--- src/rtl/wag_pkg.sv ---
package wag_pkg;

    localparam int SEQ_W     = 32;
    localparam int WIDTH_LSB = 28;
    localparam int SWAP_BIT  = 27;
    localparam int BURST_LSB = 24;
    localparam int WRAP_LSB  = 16;
    localparam int BLEN_W    = 4;

    typedef struct packed {
        logic [2:0] width;
        logic       swap;
        logic [2:0] burst;
        logic [2:0] wrap;
    } seq_cfg_t;

    function automatic seq_cfg_t unpack_seq(input logic [SEQ_W-1:0] s);
        seq_cfg_t c;
        c.width = s[WIDTH_LSB +: 3];
        c.swap  = s[SWAP_BIT];
        c.burst = s[BURST_LSB +: 3];
        c.wrap  = s[WRAP_LSB +: 3];
        return c;
    endfunction

endpackage

--- src/rtl/wag_cfg_decode.sv ---
module wag_cfg_decode
    import wag_pkg::*;
#(
    parameter int ADDR_W    = 32,
    parameter int WIN_SHIFT = 5,
    parameter int WIN_W     = 14,
    parameter bit DEV_SIDE  = 1'b0
) (
    input  seq_cfg_t            cfg_i,
    output logic [ADDR_W-1:0]   step_o,
    output logic [WIN_W-1:0]    win_o,
    output logic                wrap_en_o,
    output logic [BLEN_W-1:0]   blen_o,
    output logic                bad_o
);

    logic width_bad;
    logic burst_bad;

    always_comb begin
        step_o    = ADDR_W'(1) << cfg_i.width;
        width_bad = (cfg_i.width > 3'd4);
        wrap_en_o = (cfg_i.wrap != 3'd0);
        if (wrap_en_o) begin
            win_o = WIN_W'(4) << (WIN_SHIFT + int'(cfg_i.wrap) - 1);
        end else begin
            win_o = '0;
        end
    end

    generate
        if (DEV_SIDE) begin : g_dev_burst
            assign blen_o    = BLEN_W'(1);
            assign burst_bad = 1'b0;
        end else begin : g_mem_burst
            always_comb begin
                burst_bad = 1'b0;
                case (cfg_i.burst)
                    3'd4:    blen_o = BLEN_W'(1);
                    3'd5:    blen_o = BLEN_W'(4);
                    3'd6:    blen_o = BLEN_W'(8);
                    default: begin
                        blen_o    = BLEN_W'(1);
                        burst_bad = 1'b1;
                    end
                endcase
            end
        end
    endgenerate

    assign bad_o = width_bad | burst_bad;

endmodule

--- src/rtl/wag_burst_ctr.sv ---
module wag_burst_ctr
    import wag_pkg::*;
(
    input  logic              clk,
    input  logic              rst_n,
    input  logic              clear_i,
    input  logic              adv_i,
    input  logic [BLEN_W-1:0] len_i,
    output logic              last_o
);

    logic [BLEN_W-1:0] cnt_d, cnt_q;

    assign last_o = (cnt_q == (len_i - BLEN_W'(1)));

    always_comb begin
        cnt_d = cnt_q;
        if (clear_i) begin
            cnt_d = '0;
        end else if (adv_i) begin
            cnt_d = last_o ? '0 : cnt_q + BLEN_W'(1);
        end
    end

    always_ff @(posedge clk) begin
        if (!rst_n) begin
            cnt_q <= '0;
        end else begin
            cnt_q <= cnt_d;
        end
    end


    restart_after_last_chk: assert property (@(posedge clk) disable iff (!rst_n)
        (adv_i && !clear_i && last_o) |=> (cnt_q == '0));

endmodule

--- src/rtl/wag_swap.sv ---
module wag_swap #(
    parameter int DATA_W = 32
) (
    input  logic              en_i,
    input  logic [DATA_W-1:0] data_i,
    output logic [DATA_W-1:0] data_o
);

    localparam int NB = DATA_W / 8;

    logic [DATA_W-1:0] rev;

    generate
        for (genvar i = 0; i < NB; i++) begin : g_byte
            assign rev[8*i +: 8] = data_i[8*(NB-1-i) +: 8];
        end
    endgenerate

    assign data_o = en_i ? rev : data_i;

endmodule

--- src/rtl/wrap_addr_gen.sv ---
module wrap_addr_gen
    import wag_pkg::*;
#(
    parameter int ADDR_W        = 32,
    parameter int DATA_W        = 32,
    parameter bit DEV_SIDE      = 1'b0,
    parameter int MEM_WIN_SHIFT = 5,
    parameter int DEV_WIN_SHIFT = 0
) (
    input  logic              clk,
    input  logic              rst_n,
    input  logic              load_i,
    input  logic [ADDR_W-1:0] ptr_i,
    input  logic [SEQ_W-1:0]  seq_i,
    input  logic              beat_i,
    input  logic [DATA_W-1:0] data_i,
    output logic [ADDR_W-1:0] addr_o,
    output logic              last_o,
    output logic [DATA_W-1:0] data_o,
    output logic              load_err_o,
    output logic              cfg_err_o
);

    localparam int WIN_SHIFT = DEV_SIDE ? DEV_WIN_SHIFT : MEM_WIN_SHIFT;
    localparam int WIN_W     = WIN_SHIFT + 9;

    typedef struct packed {
        logic [ADDR_W-1:0] addr;
        logic [ADDR_W-1:0] base;
        logic [ADDR_W-1:0] off;
        logic [ADDR_W-1:0] step;
        logic [WIN_W-1:0]  win;
        logic [BLEN_W-1:0] blen;
        logic              wrap_en;
        logic              swap;
        logic              cfg_err;
        logic              load_err;
        logic              loaded;
    } gen_state_t;

    gen_state_t st_d, st_q;

    seq_cfg_t          cfg;
    logic [ADDR_W-1:0] dec_step;
    logic [WIN_W-1:0]  dec_win;
    logic              dec_wrap_en;
    logic [BLEN_W-1:0] dec_blen;
    logic              dec_bad;
    logic [ADDR_W-1:0] off_nx;
    logic              adv;
    logic              clr;

    assign cfg = unpack_seq(seq_i);

    wag_cfg_decode #(
        .ADDR_W   (ADDR_W),
        .WIN_SHIFT(WIN_SHIFT),
        .WIN_W    (WIN_W),
        .DEV_SIDE (DEV_SIDE)
    ) u_decode (
        .cfg_i    (cfg),
        .step_o   (dec_step),
        .win_o    (dec_win),
        .wrap_en_o(dec_wrap_en),
        .blen_o   (dec_blen),
        .bad_o    (dec_bad)
    );

    always_comb begin
        st_d   = st_q;
        adv    = 1'b0;
        clr    = 1'b0;
        off_nx = st_q.off + st_q.step;
        if (load_i) begin
            if (ptr_i[1:0] != 2'b00) begin
                st_d.load_err = 1'b1;
            end else begin
                st_d.addr     = ptr_i;
                st_d.base     = ptr_i;
                st_d.off      = '0;
                st_d.step     = dec_step;
                st_d.win      = dec_win;
                st_d.wrap_en  = dec_wrap_en;
                st_d.blen     = dec_blen;
                st_d.swap     = cfg.swap;
                st_d.cfg_err  = dec_bad;
                st_d.load_err = 1'b0;
                st_d.loaded   = 1'b1;
                clr           = 1'b1;
            end
        end else if (beat_i && st_q.loaded && !st_q.cfg_err) begin
            adv = 1'b1;
            if (st_q.wrap_en && (off_nx >= ADDR_W'(st_q.win))) begin
                st_d.off  = '0;
                st_d.addr = st_q.base;
            end else begin
                st_d.off  = off_nx;
                st_d.addr = st_q.base + off_nx;
            end
        end
    end

    always_ff @(posedge clk) begin
        if (!rst_n) begin
            st_q      <= '0;
            st_q.blen <= BLEN_W'(1);
        end else begin
            st_q <= st_d;
        end
    end

    wag_burst_ctr u_burst (
        .clk    (clk),
        .rst_n  (rst_n),
        .clear_i(clr),
        .adv_i  (adv),
        .len_i  (st_q.blen),
        .last_o (last_o)
    );

    wag_swap #(.DATA_W(DATA_W)) u_swap (
        .en_i  (st_q.swap),
        .data_i(data_i),
        .data_o(data_o)
    );

    assign addr_o     = st_q.addr;
    assign load_err_o = st_q.load_err;
    assign cfg_err_o  = st_q.cfg_err;


    load_ptr_chk: assert property (@(posedge clk) disable iff (!rst_n)
        (load_i && ptr_i[1:0] == 2'b00) |=> (addr_o == $past(ptr_i)));


    bad_ptr_chk: assert property (@(posedge clk) disable iff (!rst_n)
        (load_i && ptr_i[1:0] != 2'b00) |=> (load_err_o && $stable(addr_o)));


    frozen_on_err_chk: assert property (@(posedge clk) disable iff (!rst_n)
        (!load_i && cfg_err_o) |=> $stable(addr_o));


    idle_hold_chk: assert property (@(posedge clk) disable iff (!rst_n)
        (!load_i && !beat_i) |=> $stable(addr_o));

    generate
        if (DEV_SIDE) begin : g_dev_chk

            dev_last_chk: assert property (@(posedge clk) disable iff (!rst_n)
                last_o);
        end
    endgenerate

endmodule

--- config.mk ---
export PLATFORM = sky130hd
export DESIGN_NAME = wrap_addr_gen
export DESIGN_NICKNAME = d
export VERILOG_FILES = /design/src/rtl/wag_pkg.sv /design/src/rtl/wag_cfg_decode.sv /design/src/rtl/wag_burst_ctr.sv /design/src/rtl/wag_swap.sv /design/src/rtl/wrap_addr_gen.sv
export SDC_FILE = /design/constraint.sdc
export NUM_CORES = 1
export LEC_CHECK = 0
export BUFFER_PORTS_ARGS = -buffer_cell sky130_fd_sc_hd__buf_2
export CAP_MARGIN = 20
export CORE_MARGIN = 4
export CORE_UTILIZATION = 40
export CTS_BUF_LIST = sky130_fd_sc_hd__clkbuf_8
export CTS_CLUSTER_DIAMETER = 40
export CTS_CLUSTER_SIZE = 8
export DETAILED_ROUTE_END_ITERATION = 10
export SYNTH_ARGS = -nofsm -noshare
export SYNTH_HDL_FRONTEND = slang
export SYNTH_SLANG_ARGS = --single-unit
--- constraint.sdc ---
create_clock -name clk -period 13.31 [get_ports clk]
set_clock_uncertainty 0.05 [all_clocks]
set_input_delay 0.6655 -clock clk [delete_from_list [all_inputs] [get_ports clk]]
set_output_delay 0.6655 -clock clk [all_outputs]
set_load 0.02 [all_outputs]
==> summary.txt, run 1 <==
Detailed routing
  • Routed vias: 7631
  • Wire per inst: 16.1 um
  • Via density: 5.45
  • 1st-pass router iterations: 5
  • First-iteration detailed-routing DRC count: 383
  • Routed wire length: 22600 um
  • DRC: 0
  • Final ANT Viol Nets: 0

Die
  • Core Rows: 53
  • Core Region: 21000 um2
  • Io pins: 167
  • Die height: 154 um
  • Die area: 23800 um2
  • Die Wd: 154 um
  • Initial core utilization: 40.6%

Placement
  • Placed Area: 9230 um2
  • Placed Cells: 1367
  • Port buffer count: 144
  • GPL Wtd Cong: 0.839
  • Detailed placement HPWL: 15600 um

Global routing
  • Total track usage: 18.5%
  • Vias in the first global route: 7234
  • Largest net degree at the start of global routing: 72
  • M1 GR Usage: 24.7%
  • Grt met2 use: 30.4%
  • Antenna violations before repair: 0
  • First-pass GRT wire length: 36500 um
  • Most Crowded Layer GR: met2
  • GRT overflow: 0
  • Met3 usage: 4.00%

Power
  • Sw frac: 26.0%
  • Clock Power Share: 45.3%
  • Pint: 678 uW
  • Leakage: 0.00432 uW
  • Pwr dens: 94.3 nW/um2
  • Sw power: 238 uW
  • Sequential share of power: 43.2%
  • Comb power frac: 11.5%
  • Max VDD drop: 63.6 uV

Logic synthesis
  • Top post-synthesis cells by area: dfxtp_1 30%, ha_1 8.6%, nand2_1 4.9%, a21oi_1 4.6%, mux2_2 4.2%
  • Asr flop ratio synth: 0%
  • Netlist cell types: 67
  • Flop and latch count out of synthesis: 128
  • Syn_nets: 1195
  • Main flop type after synthesis: dfxtp_1
  • Sequential area share after synthesis: 30.0%
  • Dominant cell type by area after synthesis: dfxtp_1
  • Share of the synthesized area in the top cell type: 30.0%
  • Synth Warn #: 0
  • Mean Syn Cell Area: 8.26 um2
  • Post-Syn Instances: 1034
  • Post-synth EDFFs: 0
  • Synth Cell Area: 8540 um2

Clock network
  • H-tree Lvls: 4
  • CTS Sinks: 128
  • Cts hold-fix bufs: 0
  • CTS tree: done
  • Clock latency on the worst-skew pair: 450 ps
  • Cts repair resizes: 0
  • Post-CTS setup buffer count: 0
  • Clock buffer depth: 2
  • Num CTS Buffers: 17
  • Root buf cell: clkbuf_8
  • Clock-pin slew on the worst setup and hold paths: 80 ps

Timing
  • Min Tclk post-route: 5940 ps
  • Setup TNS: 0 ps
  • Measured slew at the worst slew-check pin: 937 ps
  • RSZ-0062 raised after global routing: false
  • Slew Limit Headroom: 37.1%
  • Pins Over Slew Limit: 0
  • Max frequency: 168 MHz
  • Final hold slack: 398 ps
  • Final setup violation count: 0
  • Tcrit/Tclk final: 44.7%
  • Fin. Hold Viols: 0

Worst setup path
  • CP bufs+invs: 2
  • CP Capture Type: register
  • Worst Setup Start Kind: register
  • R2R Path Start: st_q[23]$_SDFFE_PN0P_
  • Crit-path leading delay family: simple AND/OR/NAND/NOR gates
  • CP arrival: 6210 ps
  • Crit-path max cell delay: 760 ps
  • Crit Path Max Fanout: 64
  • FF-to-FF End: addr_o[12]$_SDFFE_PN0P_
  • R2R cell count: 19
  • WP depth: 19
  • Critical Path Start: st_q[23]$_SDFFE_PN0P_
  • Reg-to-reg slack, setup: 7370 ps
  • WP data required: 13570 ps
  • Setup crit end: addr_o[12]$_SDFFE_PN0P_
  • Worst-path cell chain: ha_1 -> inv_1 -> fa_1 -> nand2b_1 -> a21o_1 -> a21oi_1 -> nand2b_1 -> xnor2_1 -> ha_1 -> nor2b_1 -> o21ai_0 -> nand2_1 -> nor3_1 -> nand4_1 -> or4_4 -> o21ai_4 -> buf_4 -> mux2i_1 -> o22ai_1
  • CP Class: reg -> reg
  • CP max stage cell: buf_4

Finish
  • # diodes: 0
  • Non-Filler Instances: 1399
  • Number of nets in the layout: 1272
  • Final Cell Area: 9710 um2
  • Layout overhead on the synthesized area: 13.7%
  • Util after Layout: 46.2%
  • Layout cell share with drive strength beyond 1: 20.6%

Status
  • Status: complete, no violations

Job
  • Maxcap violations: 0

Min path
  • Min-delay worst type: in -> reg
## flip-flops by register name (all words and copies together) (netlist names)
register and flops:
st_q 90, u_burst.cnt_q 4, cfg_err_o 1, addr_o 32, load_err_o 1
## power by group through the flow
stage | clock network (uW) | registers (uW) | logic, uW
after global routing | 442 | 397 | 115
final | 415 | 396 | 105
after global placement | 0 | 405 | 103
after floorplan | 0 | 403 | 73.0
after detailed placement | 0 | 405 | 106
after CTS | 425 | 396 | 106
## cells in the mapped netlist (7+ instances only)
master and instances:
a21boi_0 27, a21o_1 23, a21oi_1 79, a22oi_1 8, a31oi_1 16, a32oi_1 26
and3_1 7, buf_4 35, clkbuf_1 52, dfxtp_1 128, ha_1 59, inv_1 39
mux2_2 32, mux2i_1 32, nand2_1 112, nand3_1 19, nand4_1 16, nor2_1 81
nor3_1 20, o211ai_1 8, o21ai_0 24, o21bai_1 7, o22ai_1 25, xnor2_1 40
xor2_1 27
## worst register-to-register path, delay by kind of cell (launching register included)
kind,cells,cell delay [ps]
xor+xnor,1,360
flops,1,350
buf+inv,2,840
compound gates,5,1390
simple gates,7,1570
fa+ha+maj,3,930
mux,1,340
## cells by family after synthesis
family / Yosys count / share of synthesized area [%]
adder cells (fa/ha/maj): 61 / 9.11
flip-flops: 128 / 30.0
AO/OA/AOI/OAI: 280 / 22.0
XOR/XNOR: 67 / 6.87
multiplexers: 64 / 7.97
AND/OR/NAND/NOR: 301 / 16.5
buffers and inverters: 133 / 7.53
## through the flow
| stage | total power, uW | setup WS [ps] |
|---|---|---|
| floorplan | 476 | 8650 |
| global route | 954 | 6920 |
| detailed placement | 510 | 7470 |
| global placement | 508 | 7480 |
| CTS | 927 | 7440 |
| finish | 916 | 7370 |
## metal layers
layer / vias up / routed length (um)
met5: - / 0
met4: 0 / 231
met3: 10 / 916
met2: 135 / 10700
met1: 3621 / 10800
li1: 3865 / -
## final cells by class
type	count	area [um2]
clock buffers	18	248
clock inverters	14	236
fillers	2117	11300
inverters	39	148
multi-input cells	773	5370
flip-flops and latches	128	2560
well taps	275	344
repair buffers	152	801
## cells in the final DEF, fill, tap and decap left out, types with 7 or more instances in the layout
cell / n
a21boi_0: 27
a21o_1: 23
a21oi_1: 79
a22oi_1: 8
a31oi_1: 16
a32oi_1: 26
and3_1: 7
buf_2: 144
buf_4: 7
clkbuf_8: 18
dfxtp_1: 128
ha_1: 59
inv_1: 38
mux2_2: 32
mux2i_1: 32
nand2_1: 111
nand3_1: 19
nand4_1: 16
nor2_1: 80
nor3_1: 20
o211ai_1: 8
o21ai_0: 24
o21bai_1: 7
o22ai_1: 25
xnor2_1: 40
xor2_1: 27
## worst min path at each step
stage                            from                     end  slack [ps]  depth (start not counted)
6_report                    seq_i[27]    st_q[3]$_SDFFE_PN0P_         400                          3
5_1_grt                     seq_i[27]    st_q[3]$_SDFFE_PN0P_         380                          3
4_1_cts                     seq_i[27]    st_q[3]$_SDFFE_PN0P_         370                          3
3_5_place_dp     st_q[7]$_SDFFE_PN0P_    st_q[7]$_SDFFE_PN0P_         400                          2
3_3_place_gp     st_q[7]$_SDFFE_PN0P_    st_q[7]$_SDFFE_PN0P_         390                          2
2_1_floorplan  addr_o[0]$_SDFFE_PN0P_  addr_o[0]$_SDFFE_PN0P_         380                          2
No activity file was read; power rests on OpenSTA's default activity.
==> inputs of run 2 (changes only) <==
==> constraint.sdc (replaced) <==
create_clock -name clk -period 5.4 [get_ports clk]
set_clock_uncertainty 0.05 [all_clocks]
set_input_delay 0.27 -clock clk [delete_from_list [all_inputs] [get_ports clk]]
set_output_delay 0.27 -clock clk [all_outputs]
set_load 0.02 [all_outputs]
==> run 2 against run 1 <==
Against the previous run:
- first-iteration DRC count is 3.9% higher
- global-route usage is 0.24 points higher
- flip-flop and latch count stayed put
- sequential power is 150% higher
- fmax is 19% higher
- utilization is 0.35 points higher
- setup slack worse by 7000 ps
- largest cell class unchanged
- worst hold slack worse by 370 ps
- register-to-register slack worse by 7000 ps
- combinational power grew to 2.5 times the previous value
- largest power group is now registers
==> summary.txt, run 2 (synthesis gave the netlist of run 1 again) <==
Timing
  • Setup TNS: 0 ps (unchanged)
  • Final setup violation count: 0 (unchanged)
  • Pins Over Slew Limit: 0 (unchanged)
  • Fin. Hold Viols: 0 (unchanged)
  • RSZ-0062 raised after global routing: false
  • Max frequency: 200 MHz (+19%)
  • Tcrit/Tclk final: 92.5% (+48 points)
  • Final hold slack: 24.1 ps (-373 ps)
  • Slew Limit Headroom: 43.5% (+6.3 points)
  • Min Tclk post-route: 4990 ps (-950 ps)
  • Measured slew at the worst slew-check pin: 846 ps (-91.4 ps)

Clock network
  • CTS Sinks: 128 (unchanged)
  • Clock buffer depth: 2 (unchanged)
  • Root buf cell: clkbuf_8
  • Clock-pin slew on the worst setup and hold paths: 80 ps (about the same)
  • Num CTS Buffers: 17 (unchanged)
  • Clock latency on the worst-skew pair: 450 ps (about the same)
  • H-tree Lvls: 4 (unchanged)
  • Post-CTS setup buffer count: 0 (unchanged)
  • CTS tree: done
  • Cts repair resizes: 0 (unchanged)

Finish
  • # diodes: 0 (unchanged)
  • Number of nets in the layout: 1284 (+0.94%)
  • Max reg flops: 90 (unchanged)
  • Commonest non-fill, non-tap cell in the layout: buf_2
  • Largest Register: st_q
  • Layout cell share with drive strength beyond 1: 21.2% (+0.57 points)
  • Layout fillers: 2149 (+1.5%)
  • Layout overhead on the synthesized area: 14.6%
  • Most frequent cells in the layout: 144 x buf_2, 128 x dfxtp_1, 111 x nand2_1

Power
  • Pwr dens: 223 nW/um2 (+140%)
  • Clock Power Share: 43.4% (-1.9 points)
  • Leakage: 0.00438 uW (+1.3%)
  • Sw frac: 26.1% (+0.14 points)
  • Comb power frac: 12.0% (+0.5 points)
  • Sequential share of power: 44.6% (+1.4 points)
  • Pint: 1610 uW (+140%)
  • Sw power: 571 uW (+140%)
  • Max VDD drop: 141 uV (+120%)

Global routing
  • Antenna violations before repair: 0 (unchanged)
  • GRT overflow: 0 (unchanged)
  • Total track usage: 18.7% (+0.24 points)
  • Vias in the first global route: 7390 (+2.2%)
  • First-pass GRT wire length: 37200 um (+2.0%)
  • Largest net degree at the start of global routing: 74 (+2.8%)

Worst setup path
  • WP data required: 5670 ps (-7900 ps)
  • Crit Path Max Fanout: 5 (-92%)
  • CP arrival: 5260 ps (-950 ps)
  • Worst Setup Start Kind: register
  • CP Class: reg -> reg
  • CP Capture Type: register

Detailed routing
  • Wire per inst: 15.9 um (-1.5%)
  • DRC: 0 (unchanged)
  • Routed vias: 7595 (-0.47%)
  • Via density: 5.38 (-1.3%)
  • Routed wire length: 22400 um (-0.67%)
  • 1st-pass router iterations: 5 (unchanged)
  • Final ANT Viol Nets: 0 (unchanged)
  • First-iteration detailed-routing DRC count: 398 (+3.9%)

Placement
  • Detailed placement HPWL: 15900 um (+2.1%)
  • Port buffer count: 144 (unchanged)
  • GPL Wtd Cong: 0.856 (+2.0%)

Status
  • Status: complete, no violations

Job
  • Maxcap violations: 0 (unchanged)

Die
  • Die Wd: 154 um (unchanged)
  • Die area: 23800 um2 (unchanged)
  • Die height: 154 um (unchanged)
  • Core Rows: 53 (unchanged)
  • Io pins: 167 (unchanged)
  • Core Region: 21000 um2 (unchanged)
  • Initial core utilization: 40.6% (unchanged)

Min path
  • Min-delay worst type: in -> reg
run 2: cell types whose count changed in the layout (fill, tap and decap cells not counted), sizes merged:
| cell | delta |
|---|---|
| buf | +10 |
| clkinvlp | -1 |
| bufinv | -2 |
| clkbuf | +3 |
| dlygate4sd3 | +2 |
run 2: per-layer routing:
metal / vias to the layer above / global-route usage, % / share of wire (%)
li1: 3894 / - / -
met1: 3563 / 25.5 / 48
met2: 123 / 30.8 / 47
met3: 15 / 2.84 / 3.5
met4: 0 / 5.30 / 1.4
met5: - / 0 / 0
run 2: power by group through the flow:
| stage | sequential (uW) | combinational (uW) | clock (uW) |
|---|---|---|---|
| after global routing | 978 | 290 | 1010 |
| final | 975 | 263 | 948 |
| after CTS | 975 | 265 | 969 |
| after global placement | 998 | 257 | 0 |
| after detailed placement | 997 | 263 | 0 |
| after floorplan | 993 | 180 | 0 |
run 2: worst paths after layout:
path / start / slack, ps / cells after the start / endpoint
max: st_q[23]$_SDFFE_PN0P_ / 410 / 19 / addr_o[31]$_SDFFE_PN0P_
min: ptr_i[3] / 20 / 3 / st_q[90]$_SDFFE_PN0P_
max reg2reg: st_q[23]$_SDFFE_PN0P_ / 410 / 19 / addr_o[31]$_SDFFE_PN0P_
min reg2reg: addr_o[0]$_SDFFE_PN0P_ / 410 / 2 / addr_o[0]$_SDFFE_PN0P_
run 2: cell type report:
class	instances	area [um2]	area share [%]
Multi-Input combinational cell	773	5370	54.9
Sequential cell	128	2560	26.2
Timing Repair Buffer	164	908	9.28
Tap cell	275	344	3.52
Clock buffer	21	289	2.95
Clock inverter	11	160	1.64
Inverter	39	148	1.51
run 2: worst max-delay path, cell delays in order (launching register included):
cell and delay (ps):
dfxtp_1 340, ha_1 210, inv_1 70, fa_1 390, nand2b_1 180, a21o_1 210
a21o_1 270, xnor2_1 210, ha_1 390, and3_1 220, nand4_1 110, or3b_2 530
a21oi_1 320, o41ai_1 140, buf_4 160, o21ai_0 330, a221o_1 320, xnor2_1 160
a221oi_1 100, nand4b_1 170
run 2: through the flow:
step                utilization [%]  area, um2  worst slack (ps)  instances  power [uW]
finish                         46.6       9790               407       1411        2190
global placement               44.2       9290               524       1376        1260
detailed placement             44.3       9320               460       1377        1260
floorplan                         -       8540               739       1034        1170
CTS                            46.6       9790               410       1411        2210
global route                   46.6       9790              4.96       1411        2280
run 2: timing repair:
| item | in CTS | in global routing |
|---|---|---|
| endpoints found under the setup margin | 0 | 0 |
| hold buffers | 2 | 0 |
| hold endpoints to repair | 2 | 0 |
